**src/rtl/rm_addr_pkg.sv**
```systemverilog
package rm_addr_pkg;
  localparam int SEG_W   = 16;
  localparam int OFF_W   = 16;
  localparam int SHIFT_W = 4;
  localparam int PA_W    = 32;
  localparam int BASE_W  = SEG_W + SHIFT_W;
  localparam int SUM_W   = ((BASE_W > OFF_W) ? BASE_W : OFF_W) + 1;
  localparam int WRAP_BIT = SUM_W - 1;

  typedef struct packed {
    logic load;
    logic clearTop;
  } ctrl_strobe_t;
endpackage

```
**src/rtl/rm_addr_ctrl.sv**
```systemverilog
module rm_addr_ctrl
  import rm_addr_pkg::*;
#(
  parameter int SYNC_STAGES = 2,
  parameter bit LEGACY_ONLY = 1'b0
) (
  input  logic         clk,
  input  logic         rstN,
  input  logic         reqValid,
  input  logic         gateMaskN,
  input  logic         legacyMode,
  output ctrl_strobe_t strobes,
  output logic         validQ
);
  logic [SYNC_STAGES-1:0] syncChain;

  generate
    for (genvar s = 0; s < SYNC_STAGES; s++) begin : g_sync
      if (s == 0) begin : g_first
        always_ff @(posedge clk or negedge rstN) begin
          if (!rstN) syncChain[0] <= 1'b1;
          else       syncChain[0] <= gateMaskN;
        end
      end else begin : g_next
        always_ff @(posedge clk or negedge rstN) begin
          if (!rstN) syncChain[s] <= 1'b1;
          else       syncChain[s] <= syncChain[s-1];
        end
      end
    end
  endgenerate

  logic maskActive;
  logic modeClear;
  assign maskActive = ~syncChain[SYNC_STAGES-1];

  generate
    if (LEGACY_ONLY) begin : g_fixed_legacy
      assign modeClear = 1'b1;
    end else begin : g_sel_legacy
      assign modeClear = legacyMode;
    end
  endgenerate

  always_comb begin
    strobes.load     = reqValid;
    strobes.clearTop = maskActive | modeClear;
  end

  always_ff @(posedge clk or negedge rstN) begin
    if (!rstN) validQ <= 1'b0;
    else       validQ <= reqValid;
  end

  // valid follows a sampled request by one cycle
  p_valid_after_req_r7: assert property (@(posedge clk) disable iff (!rstN)
    reqValid |=> validQ);
  // no request, no valid
  p_idle_no_valid_r8: assert property (@(posedge clk) disable iff (!rstN)
    !reqValid |=> !validQ);
endmodule

```
**src/rtl/rm_addr_dp.sv**
```systemverilog
module rm_addr_dp
  import rm_addr_pkg::*;
(
  input  logic             clk,
  input  logic             rstN,
  input  ctrl_strobe_t     strobes,
  input  logic [SEG_W-1:0] segIn,
  input  logic [OFF_W-1:0] offIn,
  output logic [SUM_W-1:0] addrQ
);
  logic [SUM_W-1:0] baseExt;
  logic [SUM_W-1:0] offExt;
  logic [SUM_W-1:0] rawSum;
  logic [SUM_W-1:0] gatedSum;

  always_comb begin
    baseExt  = SUM_W'({segIn, {SHIFT_W{1'b0}}});
    offExt   = SUM_W'(offIn);
    rawSum   = baseExt + offExt;
    gatedSum = rawSum;
    if (strobes.clearTop) gatedSum[WRAP_BIT] = 1'b0;
  end

  always_ff @(posedge clk or negedge rstN) begin
    if (!rstN)             addrQ <= '0;
    else if (strobes.load) addrQ <= gatedSum;
  end

  // a clearing capture never leaves bit 20 set
  p_wrap_cleared_r4: assert property (@(posedge clk) disable iff (!rstN)
    (strobes.load && strobes.clearTop) |=> !addrQ[WRAP_BIT]);
  // the register holds without a load
  p_hold_no_load_r8: assert property (@(posedge clk) disable iff (!rstN)
    !strobes.load |=> $stable(addrQ));
endmodule

```
**src/rtl/rm_addr_former.sv**
```systemverilog
module rm_addr_former
  import rm_addr_pkg::*;
#(
  parameter bit LEGACY_ONLY = 1'b0
) (
  input  logic        clk,
  input  logic        rstN,
  input  logic        reqValid,
  input  logic [15:0] segIn,
  input  logic [15:0] offIn,
  input  logic        gateMaskN,
  input  logic        legacyMode,
  output logic [31:0] physAddr,
  output logic        physValid
);
  ctrl_strobe_t     strobes;
  logic [SUM_W-1:0] addrQ;

  rm_addr_ctrl #(.SYNC_STAGES(2), .LEGACY_ONLY(LEGACY_ONLY)) ctrl_i (
    .clk(clk), .rstN(rstN), .reqValid(reqValid), .gateMaskN(gateMaskN),
    .legacyMode(legacyMode), .strobes(strobes), .validQ(physValid)
  );

  rm_addr_dp dp_i (
    .clk(clk), .rstN(rstN), .strobes(strobes), .segIn(segIn),
    .offIn(offIn), .addrQ(addrQ)
  );

  assign physAddr = PA_W'(addrQ);

  // upper bus bits stay zero
  p_upper_zero_r6: assert property (@(posedge clk) disable iff (!rstN)
    physAddr[PA_W-1:SUM_W] == '0);
  // legacy request yields a result without bit 20
  p_legacy_trunc_r3: assert property (@(posedge clk) disable iff (!rstN)
    (reqValid && legacyMode) |=> !physAddr[WRAP_BIT]);
  // fixed legacy build never sets bit 20
  p_fixed_legacy_r10: assert property (@(posedge clk) disable iff (!rstN)
    (LEGACY_ONLY && physValid) |-> !physAddr[WRAP_BIT]);
endmodule

```
**config.mk**
```make
export PLATFORM = sky130hd
export DESIGN_NAME = rm_addr_former
export DESIGN_NICKNAME = d
export VERILOG_FILES = /design/src/rtl/rm_addr_pkg.sv /design/src/rtl/rm_addr_ctrl.sv /design/src/rtl/rm_addr_dp.sv /design/src/rtl/rm_addr_former.sv
export SDC_FILE = /design/constraint.sdc
export NUM_CORES = 1
export LEC_CHECK = 0
export ABC_AREA = 1
export BUFFER_PORTS_ARGS = -buffer_cell sky130_fd_sc_hd__buf_4
export CORE_ASPECT_RATIO = 0.6
export CORE_MARGIN = 1.5
export CORE_UTILIZATION = 44
export DETAILED_ROUTE_END_ITERATION = 8
export GPL_TIMING_DRIVEN = 0
export PLACE_DENSITY_LB_ADDON = 0.15
export SYNTH_ARGS = -nofsm -noshare
export SYNTH_HDL_FRONTEND = slang
export SYNTH_SLANG_ARGS = --single-unit
```
**constraint.sdc**
```tcl
create_clock -name clk -period 1 [get_ports clk]
set_clock_uncertainty 0.1 [all_clocks]
set_input_delay 0 -clock clk [delete_from_list [all_inputs] [get_ports clk]]
set_output_delay 0 -clock clk [all_outputs]
set_load 0.02 [all_outputs]
```
==> results.sh, run 1 <==
export IMPL_outcome="complete, but fails checks"
export IMPL_violations="setup timing"
export IMPL_ff_latch_area_um2=603.1
export IMPL_die_width_um=85.76
export IMPL_synth_cells=265
export IMPL_synth_warning_count=0
export IMPL_synthTopCellsByArea="dfrtp_1 30%, nand2_1 23%, ha_1 8.3%"
export IMPL_crit_fanout=2
export IMPL_rows=17
export IMPL_cp_end_kind="register"
export IMPL_max_cap_violations=0
export IMPL_viasPerCell=4.808
export IMPL_drive_above_1_share_pct=41.10
export IMPL_ys_flop_type="dfrtp_1"
export IMPL_synthesis_area_um2=1808
export IMPL_track_usage_pct=21.80
export IMPL_clk_latency_ns=0.26
export IMPL_initial_core_util_pct=47.49
export IMPL_rsz0062_at_grt="yes"
export IMPL_synth_ff_latch_count=24
export IMPL_synth_edf_count=0
export IMPL_slew_headroom_pct=63.40
export IMPL_worstHoldPathType="in2reg"
export IMPL_clock_sinks=24
export IMPL_yosysSeqAreaShare_pct=33.36
export IMPL_crit_path_start_kind="primary input"
export IMPL_grt_pass1_wl_um=7617
export IMPL_overflow=0
export IMPL_synth_most_common_cell="nand2_1"
export IMPL_drt_iter0_drc=62
export IMPL_setup_slack_ns=-0.2068
export IMPL_synth_top_area_share_pct=30.45
export IMPL_cts_root_buf="clkbuf_8"
export IMPL_cts_buffers=3
export IMPL_first_pass_iters=4
export IMPL_timing_final_crit_share_pct=120.7
export IMPL_fin_crit_ns=1.207
export IMPL_pre_cts_slack_ns=-0.6288
export IMPL_required_ns=1.10
export IMPL_p_leak_nw=1.609
export IMPL_stdcell_area_um2=3000
export IMPL_antenna_found_initial=0
export IMPL_gp_congestion=0.8315
export IMPL_core_area_um2=3807
export IMPL_io_pins=70
export IMPL_critPathKind="in2reg"
export IMPL_fin_nets=416
export IMPL_power_density_nw_per_um2=1089
export IMPL_synthDistinctLibCells=28
export IMPL_routed_wl_um=5255
export IMPL_ys_top_cells_by_count="113 x nand2_1, 31 x inv_1, 22 x dfrtp_1"
export IMPL_syn_area_per_cell_um2=6.823
export IMPL_wl_per_cell_um=12.75
export IMPL_postSynth_asyncResetShare_pct=100.0
export IMPL_drcViolationCount=0
export IMPL_vias=1981
export IMPL_placed_area_um2=2434
export IMPL_setup_violations=12
export IMPL_yosysTopAreaCell="dfrtp_1"
export IMPL_final_util_pct=78.80
export IMPL_dpl_hpwl_um=3624
export IMPL_cts_tree="built"
export IMPL_ant_nets=0
export IMPL_fmax_mhz=828.6
export IMPL_cp_arrival_ns=1.30
export IMPL_clockBufferDepth=2
export IMPL_drv_slew=0
export IMPL_grt_pass1_vias=1711
export IMPL_port_buffers=58
export IMPL_multi_input_area_um2=1335
export IMPL_dieArea_um2=4515
export IMPL_max_slew_worst_pin_slew_ns=0.5490
export IMPL_fin_tns_setup_ns=-1.456
export IMPL_hold_ws_ns=0.03886
export IMPL_ir_worst_vdd_mv=0.7252
export IMPL_areaGrowthSynthToFinish_pct=65.95
export IMPL_hold_viol=0
export IMPL_path_clk_slew_ns=0.08
export IMPL_fillers=257
export IMPL_htreeDepth=1
export IMPL_n_antenna_cell=0
export IMPL_grt_max_degree=25
export IMPL_die_h_um=52.66
==> flip-flops by register name, indices dropped and copies added (netlist names) <==
signal            flops
dp_i.addrQ           21
ctrl_i.validQ         1
ctrl_i.syncChain      2
==> placed cells by master, fill, tap and decap left out <==
| master | synthesis | final |
|---|---|---|
| nand2_1 | 113 | 93 |
| buf_4 | 11 | 71 |
| inv_1 | 31 | 30 |
| dfrtp_1 | 22 | 22 |
| nand2_2 | 5 | 18 |
| dlygate4sd3_1 | 0 | 16 |
| ha_4 | 0 | 12 |
| nor2_1 | 12 | 11 |
| buf_6 | 1 | 11 |
| nand3_1 | 17 | 11 |
| conb_1 | 1 | 11 |
| nand3_2 | 4 | 8 |
| nand2_4 | 0 | 7 |
| or2_1 | 4 | 4 |
| clkbuf_1 | 3 | 4 |
| o21ai_1 | 3 | 4 |
| inv_2 | 3 | 3 |
| clkbuf_8 | 0 | 3 |
| nand3_4 | 0 | 2 |
| and2_4 | 1 | 2 |
| a21oi_2 | 0 | 2 |
| a21oi_1 | 5 | 2 |
| nor3_1 | 3 | 2 |
| nand3b_1 | 2 | 2 |
| dfstp_2 | 2 | 2 |
| or2_4 | 1 | 1 |
| xnor2_2 | 0 | 1 |
| xnor2_1 | 2 | 1 |
| inv_4 | 0 | 1 |
| a21oi_4 | 0 | 1 |
| nor2_2 | 0 | 1 |
| nor3_2 | 1 | 1 |
| nor3_4 | 0 | 1 |
| and2_1 | 2 | 1 |
| nand4_1 | 1 | 1 |
| o21ai_2 | 1 | 1 |
| fa_2 | 0 | 1 |
==> layout make-up <==
| class | instances | share of cell area, % |
|---|---|---|
| Inverter | 34 | 4.337 |
| Buffer | 15 | 3.503 |
| Tap cell | 47 | 1.960 |
| Timing Repair Buffer | 86 | 24.10 |
| Clock buffer | 4 | 1.501 |
| Multi-Input combinational cell | 202 | 44.50 |
| Sequential cell | 24 | 20.10 |
==> layer usage <==
metal,track usage [%],up-vias,wire length (um)
met4,1.613,0,57
met1,29.32,915,2386
met5,0,-,0
li1,-,996,-
met3,4.252,5,361
met2,38.32,65,2450
==> metrics by stage <==
stage	std cells	power, mW
3_3_place_gp	380	2.370
2_1_floorplan	275	1.913
5_1_grt	412	3.449
3_5_place_dp	380	2.391
6_report	412	3.267
4_1_cts	405	3.137
==> cells by family after synthesis <==
kind of cell | after synthesis | synth area share, %
AO/OA/AOI/OAI | 10 | 2.975
XOR/XNOR | 2 | 0.9690
adder cells (fa/ha/maj) | 13 | 9.412
buffers and inverters | 49 | 12.87
flip-flops | 24 | 33.36
other | 1 | 0.2074
AND/OR/NAND/NOR | 166 | 40.21
==> where the power goes <==
part | total [mW] | internal, mW | switching [mW]
logic | 1.53 | 0.713 | 0.813
registers | 1.17 | 1.09 | 0.0746
clock network | 0.574 | 0.284 | 0.290
==> worst max-delay path, stage by stage <==
cell and delay (ns):
buf_6 0.10, ha_4 0.15, fa_2 0.37, nand2_2 0.08
buf_4 0.10, buf_4 0.09, buf_4 0.09, buf_4 0.09
buf_4 0.08, nand2_1 0.04, o21ai_1 0.11
==> final timing paths <==
check / startpoint / to / slack, ns / cells after the start
worst max-delay path: offIn[4] / dp_i.addrQ[6]$_DFFE_PN0P_ / -0.21 / 11
worst min-delay path: reqValid / dp_i.addrQ[16]$_DFFE_PN0P_ / 0.04 / 4
worst max register to register: ctrl_i.syncChain[1]$_DFF_PN1_ / dp_i.addrQ[20]$_DFFE_PN0P_ / -0.10 / 4
worst min register to register: ctrl_i.syncChain[0]$_DFF_PN1_ / ctrl_i.syncChain[1]$_DFF_PN1_ / 0.26 / 0
max in group asynchronous: rstN / ctrl_i.syncChain[0]$_DFF_PN1_ / 0.42 / 2
min in group asynchronous: rstN / dp_i.addrQ[3]$_DFFE_PN0P_ / 0.10 / 2
==> timing repair <==
item,4_1_cts,5_1_grt
setup endpoints to repair,13,14
pin swaps,16,20
resized for setup,29,30
hold buffers,16,0
buffers inserted,5,7
hold endpoints to repair,39,0
(Power assumes the default switching activity.)
==> inputs of run 2 (changes only) <==
- CTS_BUF_LIST: unset -> sky130_fd_sc_hd__clkbuf_4 sky130_fd_sc_hd__clkbuf_8 sky130_fd_sc_hd__clkbuf_16
- CTS_CLUSTER_DIAMETER: unset -> 50
==> results.sh, run 2 (same netlist as run 1, synthesis figures left out) <==
export IMPL_die_width_um=85.76
export IMPL_ant_nets=0
export IMPL_routed_wl_um=5271
export IMPL_drcViolationCount=0
export IMPL_regMostFlops="dp_i.addrQ"
export IMPL_power_density_nw_per_um2=1097
export IMPL_first_pass_iters=4
export IMPL_clockBufferDepth=2
export IMPL_clk_latency_ns=0.26
export IMPL_antenna_found_initial=0
export IMPL_placed_area_um2=2434
export IMPL_rows=17
export IMPL_drive_above_1_share_pct=41.37
export IMPL_max_cap_violations=0
export IMPL_final_cell_mix="93 x nand2_1, 71 x buf_4, 30 x inv_1"
export IMPL_grt_pass1_wl_um=7617
export IMPL_drv_slew=0
export IMPL_rsz0062_at_grt="yes"
export IMPL_fin_crit_ns=1.206
export IMPL_timing_final_crit_share_pct=120.6
export IMPL_ff_latch_area_um2=603.1
export IMPL_wl_per_cell_um=12.79
export IMPL_slew_headroom_pct=62.86
export IMPL_path_clk_slew_ns=0.08
export IMPL_path_buf_inv=6
export IMPL_grt_max_degree=25
export IMPL_clock_sinks=24
export IMPL_core_area_um2=3807
export IMPL_setup_violations=12
export IMPL_io_pins=70
export IMPL_outcome="complete, but fails checks"
export IMPL_fmax_mhz=828.9
export IMPL_required_ns=1.10
export IMPL_critPathLaunch="offIn[4]"
export IMPL_cp_end_kind="register"
export IMPL_p_leak_nw=1.612
export IMPL_crit_fanout=2
export IMPL_die_h_um=52.66
export IMPL_cts_tree="built"
export IMPL_areaGrowthSynthToFinish_pct=66.16
export IMPL_worstHoldPathType="in2reg"
export IMPL_final_common_cell="nand2_1"
export IMPL_ir_worst_vdd_mv=0.7047
export IMPL_largest_register_ffs=21
export IMPL_reg2reg_slack_ns=-0.10
export IMPL_cp_top_family="buffers and inverters"
export IMPL_dpl_hpwl_um=3624
export IMPL_initial_core_util_pct=47.49
export IMPL_final_util_pct=78.90
export IMPL_max_stage_delay_ns=0.37
export IMPL_r2r_start="ctrl_i.syncChain[1]$_DFF_PN1_"
export IMPL_cp_slowest_cell="fa_2"
export IMPL_cpMostUsedCell="buf_4"
export IMPL_hold_ws_ns=0.03766
export IMPL_gp_congestion=0.8315
export IMPL_cp_arrival_ns=1.30
export IMPL_track_usage_pct=21.80
export IMPL_fin_nets=416
export IMPL_top_regs="dp_i.addrQ x21, ctrl_i.syncChain x2, ctrl_i.validQ x1"
export IMPL_worstPathCellList="buf_6 > ha_4 > fa_2 > nand2_2 > buf_4 > buf_4 > buf_4 > buf_4 > buf_4 > nand2_1 > o21ai_1"
export IMPL_rr_worst_depth=4
export IMPL_cts_buffers=3
export IMPL_setup_slack_ns=-0.2064
export IMPL_hold_viol=0
export IMPL_critPathKind="in2reg"
export IMPL_cts_root_buf="clkbuf_8"
export IMPL_stdcell_area_um2=3004
export IMPL_dieArea_um2=4515
export IMPL_violations="setup timing"
export IMPL_viasPerCell=4.813
export IMPL_vias=1983
export IMPL_grt_pass1_vias=1711
export IMPL_fillers=254
export IMPL_r2r_end="dp_i.addrQ[20]$_DFFE_PN0P_"
export IMPL_p_total_mw=3.294
export IMPL_crit_path_start_kind="primary input"
export IMPL_port_buffers=58
export IMPL_endpoint="dp_i.addrQ[6]$_DFFE_PN0P_"
export IMPL_path_depth=11
export IMPL_overflow=0
export IMPL_multi_input_area_um2=1335
export IMPL_max_slew_worst_pin_slew_ns=0.5572
export IMPL_htreeDepth=1
export IMPL_n_antenna_cell=0
export IMPL_drt_iter0_drc=75
## run 2: worst reg2reg max path: cells and delay by family, from the launching register on
family	cells	cell delay, ns
flip-flops	1	0.52
AO/OA/AOI/OAI	1	0.13
AND/OR/NAND/NOR	3	0.28
## run 2: worst min path at each step
| stage | startpoint | to | slack [ns] | depth (start not counted) |
|---|---|---|---|---|
| finish | reqValid | dp_i.addrQ[16]$_DFFE_PN0P_ | 0.04 | 4 |
| global placement | rstN | dp_i.addrQ[14]$_DFFE_PN0P_ | -0.19 | 1 |
| global route | reqValid | dp_i.addrQ[13]$_DFFE_PN0P_ | 0.06 | 4 |
| detailed placement | rstN | dp_i.addrQ[3]$_DFFE_PN0P_ | -0.19 | 1 |
| floorplan | rstN | ctrl_i.validQ$_DFF_PN0_ | -0.40 | 0 |
| CTS | offIn[6] | dp_i.addrQ[6]$_DFFE_PN0P_ | 0.03 | 4 |
## run 2: report_power, final
part / internal [mW] / switching (mW) / total [mW] / leakage, nW
logic: 0.713 / 0.814 / 1.53 / 1.30
registers: 1.09 / 0.0749 / 1.17 / 0.288
clock network: 0.311 / 0.289 / 0.600 / 0.0262
total: 2.12 / 1.18 / 3.29 / 1.61
## run 2: what timing repair did
| item | CTS | global route |
|---|---|---|
| buffers inserted | 5 | 7 |
| pin swaps | 16 | 20 |
| resized for setup | 29 | 30 |
| hold buffers | 16 | 0 |
| endpoints found under the setup margin | 13 | 14 |
| endpoints found under the hold margin | 39 | 0 |
## run 2: area by class of cell
cell class | instances | share of cell area [%]
Inverter | 34 | 4.332
Timing Repair Buffer | 86 | 24.07
Buffer | 15 | 3.499
Tap cell | 47 | 1.958
Multi-Input combinational cell | 202 | 44.44
Sequential cell | 24 | 20.07
Clock buffer | 4 | 1.624
## run 2: per-stage QoR
stage | setup WS (ns) | TNS, ns | std cells
after global routing | -0.2554 | -2.235 | 412
final | -0.2064 | -1.494 | 412
after detailed placement | -0.6288 | -6.418 | 380
after floorplan | -0.3021 | -2.367 | 275
after CTS | -0.1692 | -1.006 | 405
after global placement | -0.5853 | -6.007 | 380
## run 2: metal layers
layer | global-route usage (%) | share of wire [%] | up-vias
met5 | 0 | 0 | -
met4 | 1.613 | 1.1 | 0
met3 | 4.252 | 7.2 | 5
met2 | 38.32 | 47 | 69
met1 | 29.32 | 45 | 912
li1 | - | - | 997
